===== src/rtl/zsq_pkg.sv =====
package zsq_pkg;

    localparam int unsigned DEF_N_CH   = 32;
    localparam int unsigned DEF_HOLD_W = 8;

    typedef enum logic [1:0] {
        ST_IDLE = 2'd0,
        ST_CONV = 2'd1,
        ST_DONE = 2'd2
    } seq_state_t;

    // Effective hold minus one: a zero request behaves like one cycle.
    function automatic logic [DEF_HOLD_W-1:0] hold_minus_one(input logic [DEF_HOLD_W-1:0] h);
        return (h == '0) ? '0 : h - 1'b1;
    endfunction

endpackage


===== src/rtl/zsq_pick_lowest.sv =====
module zsq_pick_lowest #(
    parameter int unsigned N  = 32,
    parameter int unsigned IW = $clog2(N)
) (
    input  logic [N-1:0]  bits,
    output logic          found,
    output logic [IW-1:0] idx,
    output logic [N-1:0]  rest
);
    logic [N-1:0] below;
    logic [N-1:0] first;

    for (genvar i = 0; i < N; i++) begin : g_chain
        if (i == 0) begin : g_base
            assign below[i] = 1'b0;
        end else begin : g_link
            assign below[i] = below[i-1] | bits[i-1];
        end
        assign first[i] = bits[i] & ~below[i];
    end

    always_comb begin
        idx = '0;
        for (int i = 0; i < N; i++) begin
            if (first[i]) idx = idx | IW'(i);
        end
    end

    assign found = |bits;
    assign rest  = bits & ~first;

endmodule


===== src/rtl/zsq_hold_timer.sv =====
module zsq_hold_timer #(
    parameter int unsigned W = 8
) (
    input  logic         clk,
    input  logic         rst,
    input  logic         load,
    input  logic [W-1:0] load_val,
    output logic         last
);
    logic [W-1:0] cnt;

    always_ff @(posedge clk) begin
        if (rst) begin
            cnt <= '0;
        end else if (load) begin
            cnt <= load_val;
        end else if (cnt != '0) begin
            cnt <= cnt - 1'b1;
        end
    end

    assign last = (cnt == '0);

    // the hold counter never wraps below zero
    p_no_underflow_r4: assert property (@(posedge clk) disable iff (rst)
        (cnt == '0 && !load) |=> (cnt == '0));

endmodule


===== src/rtl/zs_conv_sequencer.sv =====
module zs_conv_sequencer
    import zsq_pkg::*;
#(
    parameter int unsigned N_CH   = DEF_N_CH,
    parameter int unsigned HOLD_W = DEF_HOLD_W,
    localparam int unsigned CH_W  = $clog2(N_CH),
    localparam int unsigned CNT_W = $clog2(N_CH + 1)
) (
    input  logic              clk,
    input  logic              rst,
    input  logic              map_valid,
    input  logic [N_CH-1:0]   map_bits,
    input  logic [HOLD_W-1:0] hold_cycles,
    output logic              map_ready,
    output logic              conv_start,
    output logic [CH_W-1:0]   conv_chan,
    output logic              seq_done,
    output logic [CNT_W-1:0]  conv_count
);
    seq_state_t        state;
    logic [N_CH-1:0]   remain;
    logic [HOLD_W-1:0] hold_q;
    logic [CH_W-1:0]   chan_q;
    logic              strobe_q;
    logic [CNT_W-1:0]  cnt_q;

    logic              accept;
    logic [N_CH-1:0]   pick_src;
    logic              pick_found;
    logic [CH_W-1:0]   pick_idx;
    logic [N_CH-1:0]   pick_rest;
    logic [HOLD_W-1:0] hold_new;
    logic              tmr_last;
    logic              tmr_load;
    logic [HOLD_W-1:0] tmr_val;
    logic              advance;

    assign accept   = (state == ST_IDLE) && map_valid;
    assign pick_src = (state == ST_IDLE) ? map_bits : remain;
    assign hold_new = (hold_cycles == '0) ? '0 : hold_cycles - 1'b1;
    assign advance  = (state == ST_CONV) && tmr_last && pick_found;
    assign tmr_load = (accept && pick_found) || advance;
    assign tmr_val  = accept ? hold_new : hold_q;

    zsq_pick_lowest #(.N(N_CH), .IW(CH_W)) u_pick (
        .bits  (pick_src),
        .found (pick_found),
        .idx   (pick_idx),
        .rest  (pick_rest)
    );

    zsq_hold_timer #(.W(HOLD_W)) u_timer (
        .clk      (clk),
        .rst      (rst),
        .load     (tmr_load),
        .load_val (tmr_val),
        .last     (tmr_last)
    );

    always_ff @(posedge clk) begin
        if (rst) begin
            state    <= ST_IDLE;
            remain   <= '0;
            hold_q   <= '0;
            chan_q   <= '0;
            strobe_q <= 1'b0;
            cnt_q    <= '0;
        end else begin
            strobe_q <= 1'b0;
            unique case (state)
                ST_IDLE: begin
                    if (map_valid) begin
                        hold_q <= hold_new;
                        remain <= pick_rest;
                        if (pick_found) begin
                            chan_q   <= pick_idx;
                            strobe_q <= 1'b1;
                            cnt_q    <= CNT_W'(1);
                            state    <= ST_CONV;
                        end else begin
                            cnt_q <= '0;
                            state <= ST_DONE;
                        end
                    end
                end
                ST_CONV: begin
                    if (tmr_last) begin
                        if (pick_found) begin
                            chan_q   <= pick_idx;
                            remain   <= pick_rest;
                            strobe_q <= 1'b1;
                            cnt_q    <= cnt_q + 1'b1;
                        end else begin
                            state <= ST_DONE;
                        end
                    end
                end
                ST_DONE: state <= ST_IDLE;
                default: state <= ST_IDLE;
            endcase
        end
    end

    assign map_ready  = (state == ST_IDLE);
    assign seq_done   = (state == ST_DONE);
    assign conv_start = strobe_q;
    assign conv_chan  = chan_q;
    assign conv_count = cnt_q;

    // an idle block neither strobes nor reports done
    p_ready_quiet_r1: assert property (@(posedge clk) disable iff (rst)
        map_ready |-> (!conv_start && !seq_done));

    // a running series is not cut short by new offers
    p_busy_hold_r2: assert property (@(posedge clk) disable iff (rst)
        (!map_ready && !seq_done) |=> !map_ready);

    // strobes inside a series move to strictly higher channels
    p_ascend_r3: assert property (@(posedge clk) disable iff (rst)
        (conv_start && !$past(map_ready)) |-> (conv_chan > $past(conv_chan)));

    // address steady between strobes
    p_chan_stable_r5: assert property (@(posedge clk) disable iff (rst)
        (!map_ready && !conv_start && !seq_done) |-> $stable(conv_chan));

    // done lasts one cycle and is followed by idle
    p_done_pulse_r6: assert property (@(posedge clk) disable iff (rst)
        seq_done |=> (map_ready && !seq_done && !conv_start));

    // empty bitmap finishes at once without conversion
    p_empty_done_r7: assert property (@(posedge clk) disable iff (rst)
        (map_valid && map_ready && map_bits == '0) |=> (seq_done && !conv_start));

    // count is held while idle without a new bitmap
    p_count_hold_r8: assert property (@(posedge clk) disable iff (rst)
        (map_ready && !map_valid) |=> $stable(conv_count));

endmodule


===== config.mk =====
export PLATFORM = sky130hd
export DESIGN_NAME = zs_conv_sequencer
export DESIGN_NICKNAME = d
export VERILOG_FILES = /design/src/rtl/zsq_pkg.sv /design/src/rtl/zsq_pick_lowest.sv /design/src/rtl/zsq_hold_timer.sv /design/src/rtl/zs_conv_sequencer.sv
export SDC_FILE = /design/constraint.sdc
export NUM_CORES = 1
export LEC_CHECK = 0
export BUFFER_PORTS_ARGS = -buffer_cell sky130_fd_sc_hd__buf_2
export CORE_ASPECT_RATIO = 0.75
export CORE_MARGIN = 4
export CORE_UTILIZATION = 45
export DETAILED_ROUTE_END_ITERATION = 8
export GPL_TIMING_DRIVEN = 0
export HOLD_SLACK_MARGIN = 0.05
export PLACE_DENSITY = 0.76
export SLEW_MARGIN = 15
export SYNTH_ARGS = -nofsm -noshare
export SYNTH_HDL_FRONTEND = slang
export SYNTH_SLANG_ARGS = --single-unit

===== constraint.sdc =====
create_clock -name clk -period 5.7 [get_ports clk]
set_clock_uncertainty 0.1 [all_clocks]
set_input_delay 1.425 -clock clk [delete_from_list [all_inputs] [get_ports clk]]
set_output_delay 1.425 -clock clk [all_outputs]
set_load 0.03 [all_outputs]

### Word-level counts from Yosys, hierarchy flattened

Index checks and enable logic that the tools add are counted.

| operators by class | value |
|---|---|
| add/sub/neg operators | 3 |
| eq/ne operators | 6 |
| mux-type cells | 118 |
| bitwise operators | 94 |
| reduce and logical (&&, ||, !) cells | 18 |

Operators by type and width:

| kind | count |
|---|---|
| 32-bit 2-to-1 mux | 12 |
| 5-bit 2-to-1 mux | 30 |
| 8-bit 2-to-1 mux | 12 |
| 6-bit 2-to-1 mux | 14 |
| 32-bit one-hot mux with 2 select lines | 1 |
| 2-bit 2-to-1 mux | 17 |
| 32-bit AND | 1 |
| 4-bit 2-to-1 mux | 8 |
| 32-bit NOT | 1 |
| 32-bit OR reduction | 1 |
| 1-bit AND | 31 |
| 1-bit NOT | 31 |
| 1-bit bitwise OR | 30 |
| 8-bit logical NOT | 2 |
| 1-bit 2-to-1 mux | 16 |
| 8-bit by 1-bit subtractor with 8-bit output, second input constant | 2 |
| 3-bit 2-to-1 mux | 4 |
| 3-bit inequality test, second input constant | 4 |
| 6-bit one-hot mux with 2 select lines | 1 |
| 5-bit one-hot mux with 2 select lines | 1 |
| 8-bit nonzero test | 1 |
| 6-bit by 1-bit adder with 6-bit output, second input constant | 1 |
| 3-bit AND reduction | 2 |
| 3-bit nonzero test | 2 |
| 10 further kinds | 14 |

| word-level totals | value |
|---|---|
| register bits after elaboration | 62 |
| input bits | 43 |
| word-level logic and storage cells | 246 |

### Logic depth before layout (Yosys ltp)

| logic depth | value |
|---|---|
| depth in word-level cells | 45 |
| depth in mapped cells | 12 |
| depth with buffers taken out | 8 |

### By module

Synthesis repeated with hierarchy kept, for this count alone.

| second synthesis, totals | value |
|---|---|
| cells, all modules | 474 |
| area total of the unflattened synthesis | 3838.7 um^2 |

By module, submodules not included:

| module | times used | cells each | area an instance (um^2) | seq. area each (um^2) |
|---|---|---|---|---|
| zs_conv_sequencer | 1 | 300 | 2600.0 | 1081.0 |
| zsq_pick_lowest | 1 | 121 | 763.2 | 0.0 |
| zsq_hold_timer | 1 | 53 | 475.5 | 160.2 |

### Least setup slack after synthesis

OpenSTA, ideal clock, no wires.

| timing | value |
|---|---|
| path type | input to register |
| start | in map_bits[10] |
| end | reg u_timer.cnt[3] |
| library setup time | 0.128 ns |
| arrival time | 3.094 ns |
| data required time | 5.472 ns |
| path slack | 2.378 ns |
| stages on the path | 8 |
| cells stage by stage | nor4_1 -> a21oi_1 -> nor4_4 -> nand4_4 -> o21ai_4 -> buf_6 -> mux2i_1 -> nor2_1 |

| on the way | value |
|---|---|
| word-level cells in the longest chain between the ends | 6 |

Ends and longest elaborated chain:

| item | RTL line | text |
|---|---|---|
| start, declared | zs_conv_sequencer.sv:12 | `input logic [N_CH-1:0] map_bits,` |
| 32-bit 2-to-1 mux (*) | zs_conv_sequencer.sv:39 | `assign pick_src = (state == ST_IDLE) ? map_bits : remain;` |
| 32-bit OR reduction (*) | zsq_pick_lowest.sv:29 | `assign found = \|bits;` |
| 1-bit logical AND (on tied branches) | zs_conv_sequencer.sv:42, zs_conv_sequencer.sv:41 |  |
| 1-bit logical OR (*) | zs_conv_sequencer.sv:42 | `assign tmr_load = (accept && pick_found) \|\| advance;` |
| 8-bit 2-to-1 mux | zsq_hold_timer.sv:15 | `end else if (load) begin` |
| 8-bit 2-to-1 mux | zsq_hold_timer.sv:13 | `if (rst) begin` |
| end signal, assigned | zsq_hold_timer.sv:16 | `cnt <= load_val;` |
| end signal, assigned | zsq_hold_timer.sv:18 | `cnt <= cnt - 1'b1;` |
| end, declared | zsq_hold_timer.sv:10 | `logic [W-1:0] cnt;` |

Every way passes the cells marked *; elsewhere a longest branch is shown, timed or not. The select of a mux whose other input is x is not followed.
A chain may end at the register's enable or synchronous reset.

### Final worst setup path

| timing | value |
|---|---|
| start | reg state[1] |
| end | out map_ready |

| on the way | value |
|---|---|
| word-level cells in the longest chain between the ends | 1 |

Ends and longest elaborated chain:

| item | RTL line | text |
|---|---|---|
| start, declared | zs_conv_sequencer.sv:20 | `seq_state_t state;` |
| start signal, assigned | zs_conv_sequencer.sv:62 | `state <= ST_IDLE;` |
| start signal, assigned | zs_conv_sequencer.sv:79 | `state <= ST_CONV;` |
| start signal, assigned | zs_conv_sequencer.sv:82 | `state <= ST_DONE;` |
| 2-bit logical NOT | zs_conv_sequencer.sv:104 | `assign map_ready = (state == ST_IDLE);` |
| end, declared | zs_conv_sequencer.sv:14 | `output logic map_ready,` |

No other way between the ends.

==> results_dict.tcl <==
set metrics [dict create \
    ys.flop_type "dfxtp_1" \
    setup_viol 0 \
    syn_area_sq_um 3790 \
    synth_seq_cells 61 \
    final-hold-violation-count 0 \
    internal_power_uw 1070 \
    yosysUniqueCellTypes 69 \
    fmax_ghz 0.245 \
    io_pins 57 \
    critPathLaunchType "register" \
    rsz0062_at_grt "false" \
    clk_latency_ns 0.33 \
    worstSetupEndpointType "output pin" \
    htree_num_levels 3 \
    core_sq_um 8060 \
    synth_commonest_cells "61 x dfxtp_1, 57 x nor2_1, 48 x a21oi_1" \
    fin_setup_tns_ns 0 \
    crit_buf_inv 7 \
    p_clk_frac 0.394 \
    vias 4193 \
    yosysSeqAreaShare 0.322 \
    grtUsageTotal 0.259 \
    wire_per_inst_um 19.4 \
    cp_cell_sequence "buf_6 > or2_1 > buf_6 > inv_2 > buf_6 > buf_2 > buf_1 > buf_2" \
    place_area_sq_um 4200 \
    gp_congestion 1.02 \
    drt-pass1-iter-count 6 \
    first_iter_violations 410 \
    dp_hpwl_mm 9.46 \
    post-cts-setup-buffers 0 \
    synth_top_area_frac 0.322 \
    ys_top_cells_by_area "dfxtp_1 32%, a21oi_1 6.3%, nor2_1 5.6%" \
    die-area_sq_um 9970 \
    drt.antenna.violating_nets 0 \
    grt_pass1_wl_mm 20.0 \
    num-fill-cells 766 \
    grt_antenna_before_repair 0 \
    cts_tree "built" \
    worst_path_dominant_cell_family "buffers and inverters" \
    crit_slowest_cell "buf_1" \
    synth_edf_count 0 \
    clock_path_buffers 2 \
    min_period_ns 4.07 \
    power.density_nw_per_um2 353 \
    fin_ws_ns 1.63 \
    cap_violations 0 \
    postCtsHoldBufs 0 \
    worstMarginPinSlew_ns 0.881 \
    clock_sinks 61 \
    slew_violations 0 \
    vias_per_cell 6.30 \
    dieHeight_um 87.5 \
    status "finished, final reports clean" \
    rows 28 \
    hold_class "reg -> reg" \
    synth_most_common_cell "dfxtp_1" \
    drc_errors 0 \
    synth_nets 535 \
    critPathKind "reg -> out" \
    crit_path_frequent_cell "buf_6" \
    cp.required_ns 4.18 \
    ys_warn_count 0 \
    p_sw_frac 0.330 \
    synthArstFlopShare 0 \
    place_ws_ns 1.82 \
    seq_power_share 0.328 \
    area_growth_pct 19.8 \
    grt_overflow 0 \
    dp.cells 650 \
    cts_buffers 9 \
    max_slew_margin 0.407 \
    fin_crit_sh 0.715 \
    p_switching_uw 529 \
    io_buffers 56 \
    layout-drive-gt1-share 0.182 \
    leakage_uw 0.00179 \
    instances_no_fill 666 \
    grt_max_degree 12 \
    avgSynthCellArea_sq_um 7.75 \
    fin_area_sq_um 4540 \
    ctsRootBufferMaster "clkbuf_16" \
    max_stage_delay_ns 0.51 \
    path_clk_slew_ns 0.06 \
    cts_resized 0 \
    wirelength_mm 12.9 \
    grt_pass1_vias 3851 \
    arrival_ns 2.55 \
    antenna_cells 0 \
    ir_worst_vdd_mv 0.131 \
    post-synth-top-area-cell "dfxtp_1" \
    fp.dieW_um 114 \
    comb_power_share 0.279 \
    start_util 0.470 \
    finalNetCount 602 \
    crit_fanout 10 \
    syn_inst 489 \
]
## power by group through the flow
stage | sequential (uW) | clock [uW] | combinational, uW
finish | 525 | 630 | 446
global placement | 529 | 0 | 425
floorplan | 536 | 0 | 303
CTS | 523 | 633 | 438
detailed placement | 532 | 0 | 435
global route | 532 | 652 | 484
## layer usage
layer	GRT usage	share of wire
met5	0	0
met3	0.0903	0.13
met4	0.0885	0.019
met2	0.370	0.42
met1	0.361	0.43
## cells in the final DEF (no fill, tap or decap), types with 3 or more instances in the layout
cell type | netlist | final
dfxtp_1 | 61 | 61
buf_2 | 4 | 60
nor2_1 | 57 | 57
a21oi_1 | 48 | 48
nand2_1 | 42 | 42
o21ai_0 | 22 | 22
nand3_1 | 21 | 21
inv_1 | 20 | 20
nor3_1 | 17 | 17
nor4_1 | 14 | 14
o211ai_1 | 13 | 13
mux2i_1 | 11 | 11
or3_1 | 11 | 11
clkbuf_1 | 10 | 10
o31ai_1 | 9 | 9
o21ai_1 | 9 | 9
clkbuf_16 | 0 | 9
buf_6 | 8 | 8
a31oi_1 | 8 | 8
a211oi_1 | 6 | 6
and2_1 | 6 | 6
o21a_1 | 5 | 5
nor2b_1 | 5 | 5
xor2_1 | 5 | 5
xnor2_1 | 5 | 5
nand3b_1 | 4 | 4
a2bb2oi_1 | 4 | 4
a22o_1 | 4 | 4
a32o_1 | 3 | 3
a22oi_1 | 3 | 3
o2111ai_1 | 3 | 3
a21o_1 | 3 | 3
ha_1 | 3 | 3
clkinv_2 | 0 | 3
bufinv_16 | 0 | 3
## sequential cells by signal (all words and copies together) (netlist names)
signal       cells
conv_chan        5
conv_count       6
conv_start       1
hold_q           8
remain          31
state            2
u_timer.cnt      8
## worst register-to-register path: cells and delay by family (launching register included)
family | cells | cell delay, ns
buf+inv | 5 | 0.75
mux | 1 | 0.40
compound gates | 3 | 0.69
flops | 1 | 0.32
simple gates | 3 | 0.92
## cells by family (layout without fill, tap and decap cells)
logic type | count (synthesis) | count (layout) | share of synthesized area
flops | 61 | 61 | 0.322
simple gates | 198 | 198 | 0.271
xor+xnor | 10 | 10 | 0.0231
buf+inv | 46 | 118 | 0.0637
fa+ha+maj | 3 | 3 | 0.00990
mux | 11 | 11 | 0.0290
compound gates | 160 | 160 | 0.281
## path summary, 6_finish.rpt
| check | startpoint | end | slack [ns] | depth (start not counted) |
|---|---|---|---|---|
| max | state[1]$_SDFFE_PP0P_ | map_ready | 1.63 | 8 |
| min | remain[22]$_SDFFE_PP0P_ | remain[22]$_SDFFE_PP0P_ | 0.36 | 2 |
| max reg2reg | state[1]$_SDFFE_PP0P_ | conv_count[3]$_SDFFE_PP0P_ | 2.44 | 12 |
| min reg2reg | remain[22]$_SDFFE_PP0P_ | remain[22]$_SDFFE_PP0P_ | 0.36 | 2 |
## through the flow
step                power, uW   util  hold slack (ns)
floorplan                 839      -            0.328
global placement          954  0.522            0.338
detailed placement        967  0.522            0.347
CTS                      1590  0.564            0.356
global route             1670  0.564            0.384
finish                   1600  0.564            0.355
## final cells by class
cell class / instances / area [sq um] / share of cell area
multi-input combinational: 382 / 2330 / 0.513
tap: 105 / 131 / 0.0289
inverter: 21 / 78.8 / 0.0174
timing repair buffer: 56 / 280 / 0.0617
clock inverter: 7 / 114 / 0.0251
clock buffer: 9 / 225 / 0.0496
sequential: 61 / 1220 / 0.269
buffer: 25 / 163 / 0.0358
(Power assumes the default switching activity.)
